<file path="src/rtl/exc_seq_pkg.sv">
package exc_seq_pkg;

  localparam int NUM_EXC = 7;
  localparam int KIND_W  = 3;
  localparam int MODE_W  = 5;

  // Status word bit positions
  localparam int BIT_I = 7;
  localparam int BIT_F = 6;
  localparam int BIT_T = 5;

  typedef enum logic [KIND_W-1:0] {
    KIND_RESET = 3'd0,
    KIND_UNDEF = 3'd1,
    KIND_SWI   = 3'd2,
    KIND_PABT  = 3'd3,
    KIND_DABT  = 3'd4,
    KIND_IRQ   = 3'd5,
    KIND_FIQ   = 3'd6,
    KIND_NONE  = 3'd7
  } excKind_e;

  localparam logic [MODE_W-1:0] MODE_FIQ = 5'h11;
  localparam logic [MODE_W-1:0] MODE_IRQ = 5'h12;
  localparam logic [MODE_W-1:0] MODE_SVC = 5'h13;
  localparam logic [MODE_W-1:0] MODE_ABT = 5'h17;
  localparam logic [MODE_W-1:0] MODE_UND = 5'h1B;

  typedef struct packed {
    logic     doEntry;
    logic     doReturn;
    excKind_e kind;
  } seqStrobe_t;

  function automatic logic [7:0] vecOffset(excKind_e k);
    case (k)
      KIND_UNDEF: return 8'h04;
      KIND_SWI:   return 8'h08;
      KIND_PABT:  return 8'h0C;
      KIND_DABT:  return 8'h10;
      KIND_IRQ:   return 8'h18;
      KIND_FIQ:   return 8'h1C;
      default:    return 8'h00;
    endcase
  endfunction

  function automatic logic [MODE_W-1:0] targetMode(excKind_e k);
    case (k)
      KIND_UNDEF:          return MODE_UND;
      KIND_PABT, KIND_DABT: return MODE_ABT;
      KIND_IRQ:            return MODE_IRQ;
      KIND_FIQ:            return MODE_FIQ;
      default:             return MODE_SVC;
    endcase
  endfunction

  function automatic logic [3:0] linkAdjust(excKind_e k);
    case (k)
      KIND_UNDEF, KIND_SWI, KIND_PABT: return 4'd4;
      KIND_DABT, KIND_IRQ, KIND_FIQ:   return 4'd8;
      default:                         return 4'd0;
    endcase
  endfunction

  function automatic logic forcesFiqMask(excKind_e k);
    return (k == KIND_RESET) || (k == KIND_FIQ);
  endfunction

endpackage

</file>
<file path="src/rtl/exc_seq_ctrl.sv">
module exc_seq_ctrl
  import exc_seq_pkg::*;
#(
  parameter int NUM_REQ = NUM_EXC
) (
  input  logic               clk,
  input  logic               rstN,
  input  logic [NUM_REQ-1:0] excReq,
  input  logic               irqMaskBit,
  input  logic               fiqMaskBit,
  input  logic               retReq,
  output seqStrobe_t         strobe
);

  // Arbitration order, highest first
  localparam logic [KIND_W-1:0] PRIO [NUM_REQ] = '{
    KIND_RESET, KIND_DABT, KIND_FIQ, KIND_IRQ, KIND_PABT, KIND_UNDEF, KIND_SWI
  };

  logic [NUM_REQ-1:0] liveReq;
  excKind_e           pick;

  always_comb begin
    liveReq = excReq;
    liveReq[KIND_IRQ] = excReq[KIND_IRQ] & ~irqMaskBit;
    liveReq[KIND_FIQ] = excReq[KIND_FIQ] & ~fiqMaskBit;
  end

  // Scan lowest priority first; a higher one overrides
  always_comb begin
    pick = KIND_NONE;
    for (int i = NUM_REQ - 1; i >= 0; i--) begin
      if (liveReq[PRIO[i]]) pick = excKind_e'(PRIO[i]);
    end
  end

  always_comb begin
    strobe.kind     = pick;
    strobe.doEntry  = (pick != KIND_NONE);
    strobe.doReturn = retReq && (pick == KIND_NONE);
  end

  // a lone IRQ under mask never starts an entry
  assert_irq_masked_R9: assert property (@(posedge clk) disable iff (!rstN)
    (excReq == (NUM_REQ'(1) << KIND_IRQ) && irqMaskBit) |-> !strobe.doEntry);

  // a lone FIQ under mask never starts an entry
  assert_fiq_masked_R9: assert property (@(posedge clk) disable iff (!rstN)
    (excReq == (NUM_REQ'(1) << KIND_FIQ) && fiqMaskBit) |-> !strobe.doEntry);

  // a reset request always wins
  assert_reset_wins_R8: assert property (@(posedge clk) disable iff (!rstN)
    excReq[KIND_RESET] |-> (strobe.kind == KIND_RESET));

  // a return is never started alongside an entry
  assert_ret_yields_R10: assert property (@(posedge clk) disable iff (!rstN)
    strobe.doEntry |-> !strobe.doReturn);

endmodule

</file>
<file path="src/rtl/exc_seq_dp.sv">
module exc_seq_dp
  import exc_seq_pkg::*;
#(
  parameter int                WORD_W     = 32,
  parameter int                OFF_W      = 4,
  parameter logic [WORD_W-1:0] HIVEC_BASE = 32'hFFFF_0000
) (
  input  logic              clk,
  input  logic              rstN,
  input  seqStrobe_t        strobe,
  input  logic [WORD_W-1:0] curStatus,
  input  logic [WORD_W-1:0] curPc,
  input  logic              highVec,
  input  logic [OFF_W-1:0]  retOffset,
  input  logic [WORD_W-1:0] savedStatusIn,
  input  logic [WORD_W-1:0] linkIn,
  output logic              entryValid,
  output logic              retValid,
  output logic [WORD_W-1:0] newStatus,
  output logic [WORD_W-1:0] savedStatusOut,
  output logic [WORD_W-1:0] linkOut,
  output logic [MODE_W-1:0] modeOut,
  output logic [WORD_W-1:0] newPc
);

  localparam int HI_W = WORD_W - BIT_I - 1;

  logic [WORD_W-1:0] vecAddr;
  logic [WORD_W-1:0] entryStatus;
  logic [WORD_W-1:0] entryLink;
  logic [WORD_W-1:0] resumePc;
  logic [MODE_W-1:0] entryMode;

  always_comb begin
    entryMode = targetMode(strobe.kind);
    vecAddr   = WORD_W'(vecOffset(strobe.kind));
    if (highVec) vecAddr = HIVEC_BASE + vecAddr;
    entryLink = (strobe.kind == KIND_RESET) ? '0
              : curPc + WORD_W'(linkAdjust(strobe.kind));
    entryStatus = {curStatus[WORD_W-1:BIT_I+1],
                   1'b1,
                   curStatus[BIT_F] | forcesFiqMask(strobe.kind),
                   1'b0,
                   entryMode};
    resumePc = linkIn - WORD_W'(retOffset);
  end

  always_ff @(posedge clk) begin
    if (!rstN) begin
      entryValid     <= 1'b0;
      retValid       <= 1'b0;
      newStatus      <= '0;
      savedStatusOut <= '0;
      linkOut        <= '0;
      modeOut        <= '0;
      newPc          <= '0;
    end else begin
      entryValid <= strobe.doEntry;
      retValid   <= strobe.doReturn;
      if (strobe.doEntry) begin
        newStatus      <= entryStatus;
        savedStatusOut <= curStatus;
        linkOut        <= entryLink;
        modeOut        <= entryMode;
        newPc          <= vecAddr;
      end else if (strobe.doReturn) begin
        newStatus <= savedStatusIn;
        modeOut   <= savedStatusIn[MODE_W-1:0];
        newPc     <= resumePc;
      end
    end
  end

  // handler always starts with IRQs masked and outside compressed state
  assert_entry_masks_R6: assert property (@(posedge clk) disable iff (!rstN)
    entryValid |-> (newStatus[BIT_I] && !newStatus[BIT_T]));

  // banked copy is the status word seen in the request cycle
  assert_saved_copy_R5: assert property (@(posedge clk) disable iff (!rstN)
    entryValid |-> (savedStatusOut == $past(curStatus)));

  // upper status bits pass through entry untouched
  assert_upper_keep_R5: assert property (@(posedge clk) disable iff (!rstN)
    entryValid |-> (newStatus[WORD_W-1:BIT_I+1] == $past(curStatus[WORD_W-1:BIT_I+1])));

  // mode field of the new status matches the reported mode
  assert_mode_match_R2: assert property (@(posedge clk) disable iff (!rstN)
    entryValid |-> (newStatus[MODE_W-1:0] == modeOut));

  // high vectors place the target in the top page
  assert_hivec_R3: assert property (@(posedge clk) disable iff (!rstN)
    (entryValid && $past(highVec)) |-> (newPc[WORD_W-1:16] == HIVEC_BASE[WORD_W-1:16]));

  // return installs the banked status word
  assert_ret_restore_R7: assert property (@(posedge clk) disable iff (!rstN)
    retValid |-> (newStatus == $past(savedStatusIn)));

  // valid pulses never overlap
  assert_one_pulse_R11: assert property (@(posedge clk) disable iff (!rstN)
    $onehot0({entryValid, retValid}));

  if (HI_W < 1) begin : g_bad_width
    initial $error("WORD_W too small for status layout");
  end

endmodule

</file>
<file path="src/rtl/exc_seq.sv">
module exc_seq
  import exc_seq_pkg::*;
#(
  parameter int WORD_W = 32,
  parameter int OFF_W  = 4
) (
  input  logic              clk,
  input  logic              rstN,
  input  logic [NUM_EXC-1:0] excReq,
  input  logic [WORD_W-1:0] curStatus,
  input  logic [WORD_W-1:0] curPc,
  input  logic              highVec,
  input  logic              retReq,
  input  logic [OFF_W-1:0]  retOffset,
  input  logic [WORD_W-1:0] savedStatusIn,
  input  logic [WORD_W-1:0] linkIn,
  output logic              entryValid,
  output logic              retValid,
  output logic [WORD_W-1:0] newStatus,
  output logic [WORD_W-1:0] savedStatusOut,
  output logic [WORD_W-1:0] linkOut,
  output logic [MODE_W-1:0] modeOut,
  output logic [WORD_W-1:0] newPc
);

  seqStrobe_t strobe;

  exc_seq_ctrl #(.NUM_REQ(NUM_EXC)) u_ctrl (
    .clk        (clk),
    .rstN       (rstN),
    .excReq     (excReq),
    .irqMaskBit (curStatus[BIT_I]),
    .fiqMaskBit (curStatus[BIT_F]),
    .retReq     (retReq),
    .strobe     (strobe)
  );

  exc_seq_dp #(.WORD_W(WORD_W), .OFF_W(OFF_W)) u_dp (
    .clk            (clk),
    .rstN           (rstN),
    .strobe         (strobe),
    .curStatus      (curStatus),
    .curPc          (curPc),
    .highVec        (highVec),
    .retOffset      (retOffset),
    .savedStatusIn  (savedStatusIn),
    .linkIn         (linkIn),
    .entryValid     (entryValid),
    .retValid       (retValid),
    .newStatus      (newStatus),
    .savedStatusOut (savedStatusOut),
    .linkOut        (linkOut),
    .modeOut        (modeOut),
    .newPc          (newPc)
  );

endmodule

</file>
<file path="config.mk">
export PLATFORM = sky130hd
export DESIGN_NAME = exc_seq
export DESIGN_NICKNAME = d
export VERILOG_FILES = /design/src/rtl/exc_seq_pkg.sv /design/src/rtl/exc_seq_ctrl.sv /design/src/rtl/exc_seq_dp.sv /design/src/rtl/exc_seq.sv
export SDC_FILE = /design/constraint.sdc
export NUM_CORES = 1
export LEC_CHECK = 0
export BUFFER_PORTS_ARGS = -buffer_cell sky130_fd_sc_hd__buf_2
export CAP_MARGIN = 5
export CORE_UTILIZATION = 25
export CTS_CLUSTER_SIZE = 24
export DETAILED_ROUTE_END_ITERATION = 10
export MAX_ROUTING_LAYER = met4
export PLACE_DENSITY_LB_ADDON = 0.08
export REMOVE_ABC_BUFFERS = 1
export SETUP_SLACK_MARGIN = 0.15
export SLEW_MARGIN = 20
export SYNTH_ARGS = -nofsm -noshare
export SYNTH_HDL_FRONTEND = slang
export SYNTH_SLANG_ARGS = --single-unit
</file>
<file path="constraint.sdc">
create_clock -name clk -period 7.4 [get_ports clk]
set_input_delay 1.48 -clock clk [delete_from_list [all_inputs] [get_ports clk]]
set_output_delay 1.48 -clock clk [all_outputs]
set_load 0.02 [all_outputs]
</file>
==> results.json, run 1 <==
{
  "status": "finished clean",
  "clockRootBuffer": "clkbuf_16",
  "timing.fmax_mhz": 246,
  "fillers": 2632,
  "io_pins": 278,
  "synth_common_cells": "139 x nand2_1, 135 x dfxtp_1, 81 x a21oi_1, 49 x o21ai_0, 43 x nor2_1",
  "slew_headroom_pct": 39.3,
  "cp_cell_sequence": "buf_2 > nor3_1 > o41a_1 > and2_1 > ha_1 > a21o_1 > nand4_1 > nor3_1 > a211oi_1 > a211o_1",
  "postCtsSetupRepairBufs": 0,
  "grt_overflow": 0,
  "antenna_found_initial": 3,
  "cpLargestDelayFamily": "simple AND/OR/NAND/NOR gates",
  "clkTransAtPathRegs_ns": 0.06,
  "power_leakage_nw": 3.75,
  "synthFlopType": "dfxtp_1",
  "cts_buffer_depth": 2,
  "cp_slowest_cell": "nand4_1",
  "fin_nets": 1155,
  "die_y_um": 160,
  "crit_type": "primary input to flop",
  "cts_resized": 0,
  "wl_per_cell_um": 16.3,
  "cts_buffers": 17,
  "drc": 0,
  "cpPeakStageDelay_ns": 0.50,
  "finalWirelength_mm": 21.8,
  "netlist_area_sq_um": 6250,
  "crit_path_start_kind": "primary input",
  "vias_per_cell": 4.60,
  "async_flop_share_pct": 0,
  "gp_congestion": 0.755,
  "crit_arrival_ns": 4.37,
  "hpwl_mm": 15.8,
  "die_x_um": 160,
  "vdd_drop_max_mv": 0.141,
  "required_ns": 7.71,
  "crit_fanout": 12,
  "finalSetupTns_ns": 0,
  "fin_skew_ns": 0,
  "synthToLayoutAreaGrowth_pct": 36.4,
  "drive_gt1_share_pct": 34.8,
  "initial_utilization_pct": 25.6,
  "grt.total_usage_pct": 17.5,
  "preCtsSetupSlack_ns": 2.86,
  "finalSetupViolations": 0,
  "post-route-period-util_pct": 54.9,
  "grt_max_degree": 68,
  "syn_inst": 739,
  "drt-pass1-iter-count": 4,
  "setup_ws_ns": 3.34,
  "synth_cell_types": 54,
  "cp_common_cell": "nor3_1",
  "synth_top_cell_area_share_pct": 43.3,
  "synth-edff-count": 0,
  "worstMarginPinSlew_ns": 0.908,
  "die_area_sq_um": 25600,
  "antenna_left": 0,
  "power_mw": 1.94,
  "tritoncts": "yes",
  "grt_pass1_vias": 5981,
  "rsz0062_at_grt": "false",
  "finalHoldViolCount": 0,
  "htree_levels": 4,
  "vias": 6179,
  "period_needed_ns": 4.06,
  "synth-seq-cells": 135,
  "io_buffers": 277,
  "clock_latency_ns": 0.41,
  "cts_hold_buf": 0,
  "drv_cap": 0,
  "slew_viol_final": 0,
  "avgSynthCellArea_sq_um": 8.45,
  "grt_pass1_wl_mm": 33.5,
  "clock-sinks": 135,
  "synth.largest_area_cell": "dfxtp_1",
  "synth.most_common_cell": "nand2_1",
  "hold_path.class": "flop to flop",
  "cp-end-kind": "flop",
  "power.density_cell_area_nw_per_um2": 228,
  "yosys_warnings": 0,
  "rows": 57,
  "drtIter0Drc": 252,
  "ys_seq_area_share_pct": 43.3,
  "synthTopCellsByArea": "dfxtp_1 43%, nand2_1 8.4%, a21oi_1 6.5%",
  "critPathBufInv": 1,
  "core_area_sq_um": 24400
}
-- worst reg2reg max path, cell delays in order, from the launching register on --
cell,delay [ns]
dfxtp_1,0.31
mux2_2,0.25
nand2_1,0.06
a21oi_1,0.07
-- cells by family (layout without fill, tap and decap cells) --
group	count (synthesis)	in the layout	synth area share, %
xor gates and xnor gates	45	45	6.31
AOI/OAI and AO/OA	186	186	17.6
muxes	28	28	4.97
buffers and inverters	51	329	3.79
and+or+nand+nor	286	286	22.2
adders and majority gates	8	8	1.84
DFF	135	135	43.3
other	0	3	0
-- per-stage QoR --
stage,utilization (%),std cells,hold slack (ns),area [sq um]
6_report,34.9,1344,0.446,8520
5_1_grt,34.9,1344,0.468,8520
4_1_cts,34.9,1341,0.448,8510
3_5_place_dp,32.4,1309,0.440,7900
3_3_place_gp,32.4,1309,0.430,7900
2_1_floorplan,-,703,0.530,6070
-- sequential cells by signal (all words and copies together) (netlist names) --
signal,flops
u_dp.retValid,1
u_dp.savedStatusOut,32
u_dp.entryValid,1
u_dp.newPc,32
u_dp.modeOut,5
u_dp.linkOut,32
u_dp.newStatus,32
-- final cells by class --
type / count / area [sq um] / share of cell area, %
diodes: 3 / 7.51 / 0.0881
clock buffers: 18 / 439 / 5.16
clock inverters: 14 / 171 / 2.01
inverters: 15 / 56.3 / 0.661
multi-input cells: 553 / 3310 / 38.9
flip-flops and latches: 135 / 2700 / 31.7
well taps: 324 / 405 / 4.76
repair buffers: 282 / 1420 / 16.7
-- report_power, final --
group | leakage, nW | total [mW] | internal, mW | switching (mW)
clock network | 0.281 | 0.899 | 0.541 | 0.358
registers | 1.12 | 0.779 | 0.763 | 0.0161
logic | 2.36 | 0.265 | 0.102 | 0.163
total | 3.75 | 1.94 | 1.41 | 0.537
-- final timing paths --
| check | startpoint | endpoint | slack, ns | cells past startpoint |
|---|---|---|---|---|
| setup / recovery | excReq[1] | u_dp.linkOut[31] | 3.34 | 10 |
| hold reg to reg | u_dp.savedStatusOut[20] | u_dp.savedStatusOut[20] | 0.45 | 2 |
| hold / removal | u_dp.savedStatusOut[20] | u_dp.savedStatusOut[20] | 0.45 | 2 |
| setup reg to reg | u_dp.newStatus[11] | u_dp.newStatus[11] | 6.55 | 3 |
-- per-layer routing --
layer | track usage [%] | share of wire (%)
met1 | 21.5 | 47
met2 | 27.5 | 46
met3 | 4.86 | 5.7
met4 | 5.76 | 2.1
met5 | - | 0
-- placed cells by master (no fill, tap or decap), types with 3 or more instances in the layout --
| cell type | count |
|---|---|
| a211oi_1 | 10 |
| a21o_1 | 8 |
| a21oi_1 | 80 |
| a22o_1 | 5 |
| a31o_1 | 3 |
| a31oi_1 | 6 |
| and4_1 | 7 |
| buf_2 | 277 |
| buf_4 | 5 |
| bufinv_16 | 3 |
| clkbuf_16 | 17 |
| clkinvlp_4 | 6 |
| dfxtp_1 | 135 |
| diode_2 | 3 |
| ha_1 | 6 |
| inv_1 | 14 |
| inv_6 | 3 |
| mux2_2 | 24 |
| mux2i_1 | 4 |
| nand2_1 | 139 |
| nand2b_1 | 6 |
| nand3_1 | 14 |
| nand4_1 | 9 |
| nor2_1 | 43 |
| nor2b_1 | 3 |
| nor3_1 | 20 |
| nor4_1 | 15 |
| o2111ai_1 | 3 |
| o21ai_0 | 49 |
| o31ai_1 | 7 |
| or3_1 | 7 |
| or4_1 | 7 |
| xnor2_1 | 34 |
| xor2_1 | 11 |
(Power assumes the default switching activity.)
==> inputs of run 2 (changes only) <==
--- a/config.mk
+++ b/config.mk
@@ -5,6 +5,7 @@
 export SDC_FILE = /design/constraint.sdc
 export NUM_CORES = 1
 export LEC_CHECK = 0
+export ABC_AREA = 1
 export BUFFER_PORTS_ARGS = -buffer_cell sky130_fd_sc_hd__buf_2
 export CAP_MARGIN = 5
 export CORE_UTILIZATION = 25
==> constraint.sdc (replaced) <==
create_clock -name clk -period 3.9 [get_ports clk]
set_input_delay 0.78 -clock clk [delete_from_list [all_inputs] [get_ports clk]]
set_output_delay 0.78 -clock clk [all_outputs]
set_load 0.02 [all_outputs]
==> run 2 against run 1 <==
Worst hold slack got worse by 0.0048 ns. First-iteration DRC count rose by 75%. Sequential power increased by 90%. Critical path depth grew 7. Clock skew stayed put. Register-to-register slack worse by 3.3 ns. Sequential share of layout area fell by 2.4 points. Final area rose by 8.2%. Setup slack worse by 2.3 ns. Critical path type unchanged. Critical endpoint is now u_dp.linkOut[23]. Largest cell class unchanged.
==> results.json, run 2 <==
{
  "status": "finished clean",
  "synth.most_common_cell": "nand2_1",
  "synthToLayoutAreaGrowth_pct": 33.3,
  "finalHoldViolCount": 0,
  "ys_seq_area_share_pct": 39.1,
  "synth_top_cell_area_share_pct": 39.1,
  "final_common_cell": "nand2_1",
  "io_buffers": 277,
  "rows": 60,
  "antenna_left": 0,
  "power.density_cell_area_nw_per_um2": 393,
  "power_leakage_nw": 4.62,
  "reg2reg_slack_ns": 3.21,
  "drc": 0,
  "synth_cell_types": 41,
  "power_mw": 3.62,
  "fin_skew_ns": 0,
  "avgSynthCellArea_sq_um": 6.52,
  "cts_resized": 0,
  "hold_path.class": "flop to flop",
  "postCtsSetupRepairBufs": 0,
  "synthFlopType": "dfxtp_1",
  "clock-sinks": 135,
  "post-route-period-util_pct": 73.3,
  "io_pins": 278,
  "die_y_um": 168,
  "hold_start": "u_dp.savedStatusOut[15]",
  "async_flop_share_pct": 0,
  "grt_overflow": 0,
  "required_ns": 4.22,
  "finalSetupTns_ns": 0,
  "r2r_start": "u_dp.newPc[27]",
  "syn_inst": 1060,
  "crit_type": "primary input to flop",
  "gp_congestion": 0.859,
  "initial_utilization_pct": 25.6,
  "synth-seq-cells": 135,
  "crit_arrival_ns": 3.18,
  "drtIter0Drc": 441,
  "finalSetupViolations": 0,
  "die_x_um": 168,
  "final_cell_mix": "384 x nand2_1, 277 x buf_2, 135 x dfxtp_1",
  "min_path_cells": 2,
  "slew_viol_final": 0,
  "period_needed_ns": 2.86,
  "preCtsSetupSlack_ns": 0.594,
  "wl_per_cell_um": 16.0,
  "grt_max_degree": 54,
  "finalWirelength_mm": 26.9,
  "grt_pass1_vias": 7346,
  "holdPathEnd": "u_dp.savedStatusOut[15]",
  "timing.fmax_mhz": 350,
  "rsz0062_at_grt": "false",
  "vias_per_cell": 4.51,
  "grt_pass1_wl_mm": 41.2,
  "drv_cap": 0,
  "setup_ws_ns": 1.04,
  "synthTopCellsByArea": "dfxtp_1 39%, nand2_1 21%, nand3_1 7.7%",
  "crit_fanout": 5,
  "cts_hold_buf": 0,
  "crit_path_start_kind": "primary input",
  "synth_common_cells": "384 x nand2_1, 135 x dfxtp_1, 119 x nor2_1, 106 x nand3_1, 92 x inv_1",
  "clock_latency_ns": 0.42,
  "core_area_sq_um": 27000,
  "hpwl_mm": 20.8,
  "tritoncts": "yes",
  "cp-end-kind": "flop",
  "htree_levels": 4,
  "synth-edff-count": 0,
  "r2r_end": "u_dp.newPc[27]",
  "clkTransAtPathRegs_ns": 0.07,
  "drive_gt1_share_pct": 25.5,
  "r2r_cells": 2,
  "clockRootBuffer": "clkbuf_16",
  "fin_nets": 1484,
  "grt.total_usage_pct": 19.6,
  "vias": 7612,
  "worstMarginPinSlew_ns": 0.695,
  "yosys_warnings": 0,
  "synth.largest_area_cell": "dfxtp_1",
  "vdd_drop_max_mv": 0.231,
  "die_area_sq_um": 28300,
  "slew_headroom_pct": 53.6,
  "antenna_found_initial": 1,
  "cts_buffer_depth": 2,
  "drt-pass1-iter-count": 5,
  "cts_buffers": 17,
  "netlist_area_sq_um": 6910
}
[run 2: changes by cell type after synthesis, moves of 14 or more]
cell,before,now
a21oi_1,81,35
buf_2,0,16
clkbuf_1,28,4
inv_1,15,92
mux2_2,24,0
nand2_1,139,384
nand3_1,14,106
nor2_1,43,119
nor4_1,15,1
xnor2_1,34,2
[run 2: per-layer routing]
metal  vias to the layer above  routed length, um  global-route usage, %
met3                        27               1330                   3.83
li1                       3938                  -                      -
met1                      3427              13100                   25.1
met5                         -                  0                      -
met2                       220              12100                   31.3
met4                         0                412                   5.42
[run 2: area by class of cell]
type	count	area, sq um
clock inverters	14	141
diodes	1	2.50
fillers	3013	17800
inverters	94	353
repair buffers	287	1490
clock buffers	18	429
flip-flops and latches	135	2700
multi-input cells	798	3670
well taps	341	427
[run 2: per-stage QoR]
stage               std cells  cell area, sq um  util (%)  hold WS, ns
floorplan                1027              6730         -        0.524
global placement         1655              8640      32.0        0.423
detailed placement       1655              8640      32.0        0.428
CTS                      1687              9210      34.1        0.444
global route             1688              9220      34.1        0.459
finish                   1688              9220      34.1        0.441
[run 2: cell families (layout without fill, tap and decap cells)]
group | count (synthesis) | count (layout) | share of synthesized area [%]
XOR/XNOR | 16 | 16 | 2.03
buffers and inverters | 127 | 413 | 7.80
flip-flops | 135 | 135 | 39.1
other | 0 | 1 | 0
adder cells (fa/ha/maj) | 8 | 8 | 1.67
AND/OR/NAND/NOR | 660 | 660 | 40.5
AO/OA/AOI/OAI | 114 | 114 | 8.87
[run 2: worst max path at each step]
stage | start | endpoint | slack [ns]
2_1_floorplan | excReq[1] | u_dp.linkOut[14] | 1.20
3_3_place_gp | curStatus[7] | u_dp.linkOut[19] | 0.67
3_5_place_dp | curStatus[7] | u_dp.linkOut[23] | 0.59
4_1_cts | curStatus[7] | u_dp.linkOut[23] | 1.07
5_1_grt | curStatus[7] | u_dp.linkOut[23] | 0.77
6_report | curStatus[7] | u_dp.linkOut[23] | 1.04
[run 2: report_power, final]
group	switching (mW)	internal (mW)	total, mW
registers	0.0320	1.45	1.48
clock network	0.710	0.896	1.61
logic	0.353	0.181	0.534
[run 2: critical path, stage by stage]
cell	delay (ns)
buf_2	0.10
inv_1	0.05
nand2_1	0.10
nand3_1	0.15
nand4_1	0.24
nand2_1	0.15
inv_1	0.09
ha_1	0.30
nand3_1	0.10
nand2_1	0.14
nand2_1	0.12
inv_1	0.14
nand3_1	0.11
nor2_1	0.31
nand3_1	0.12
nand3_1	0.11
nand2_1	0.06
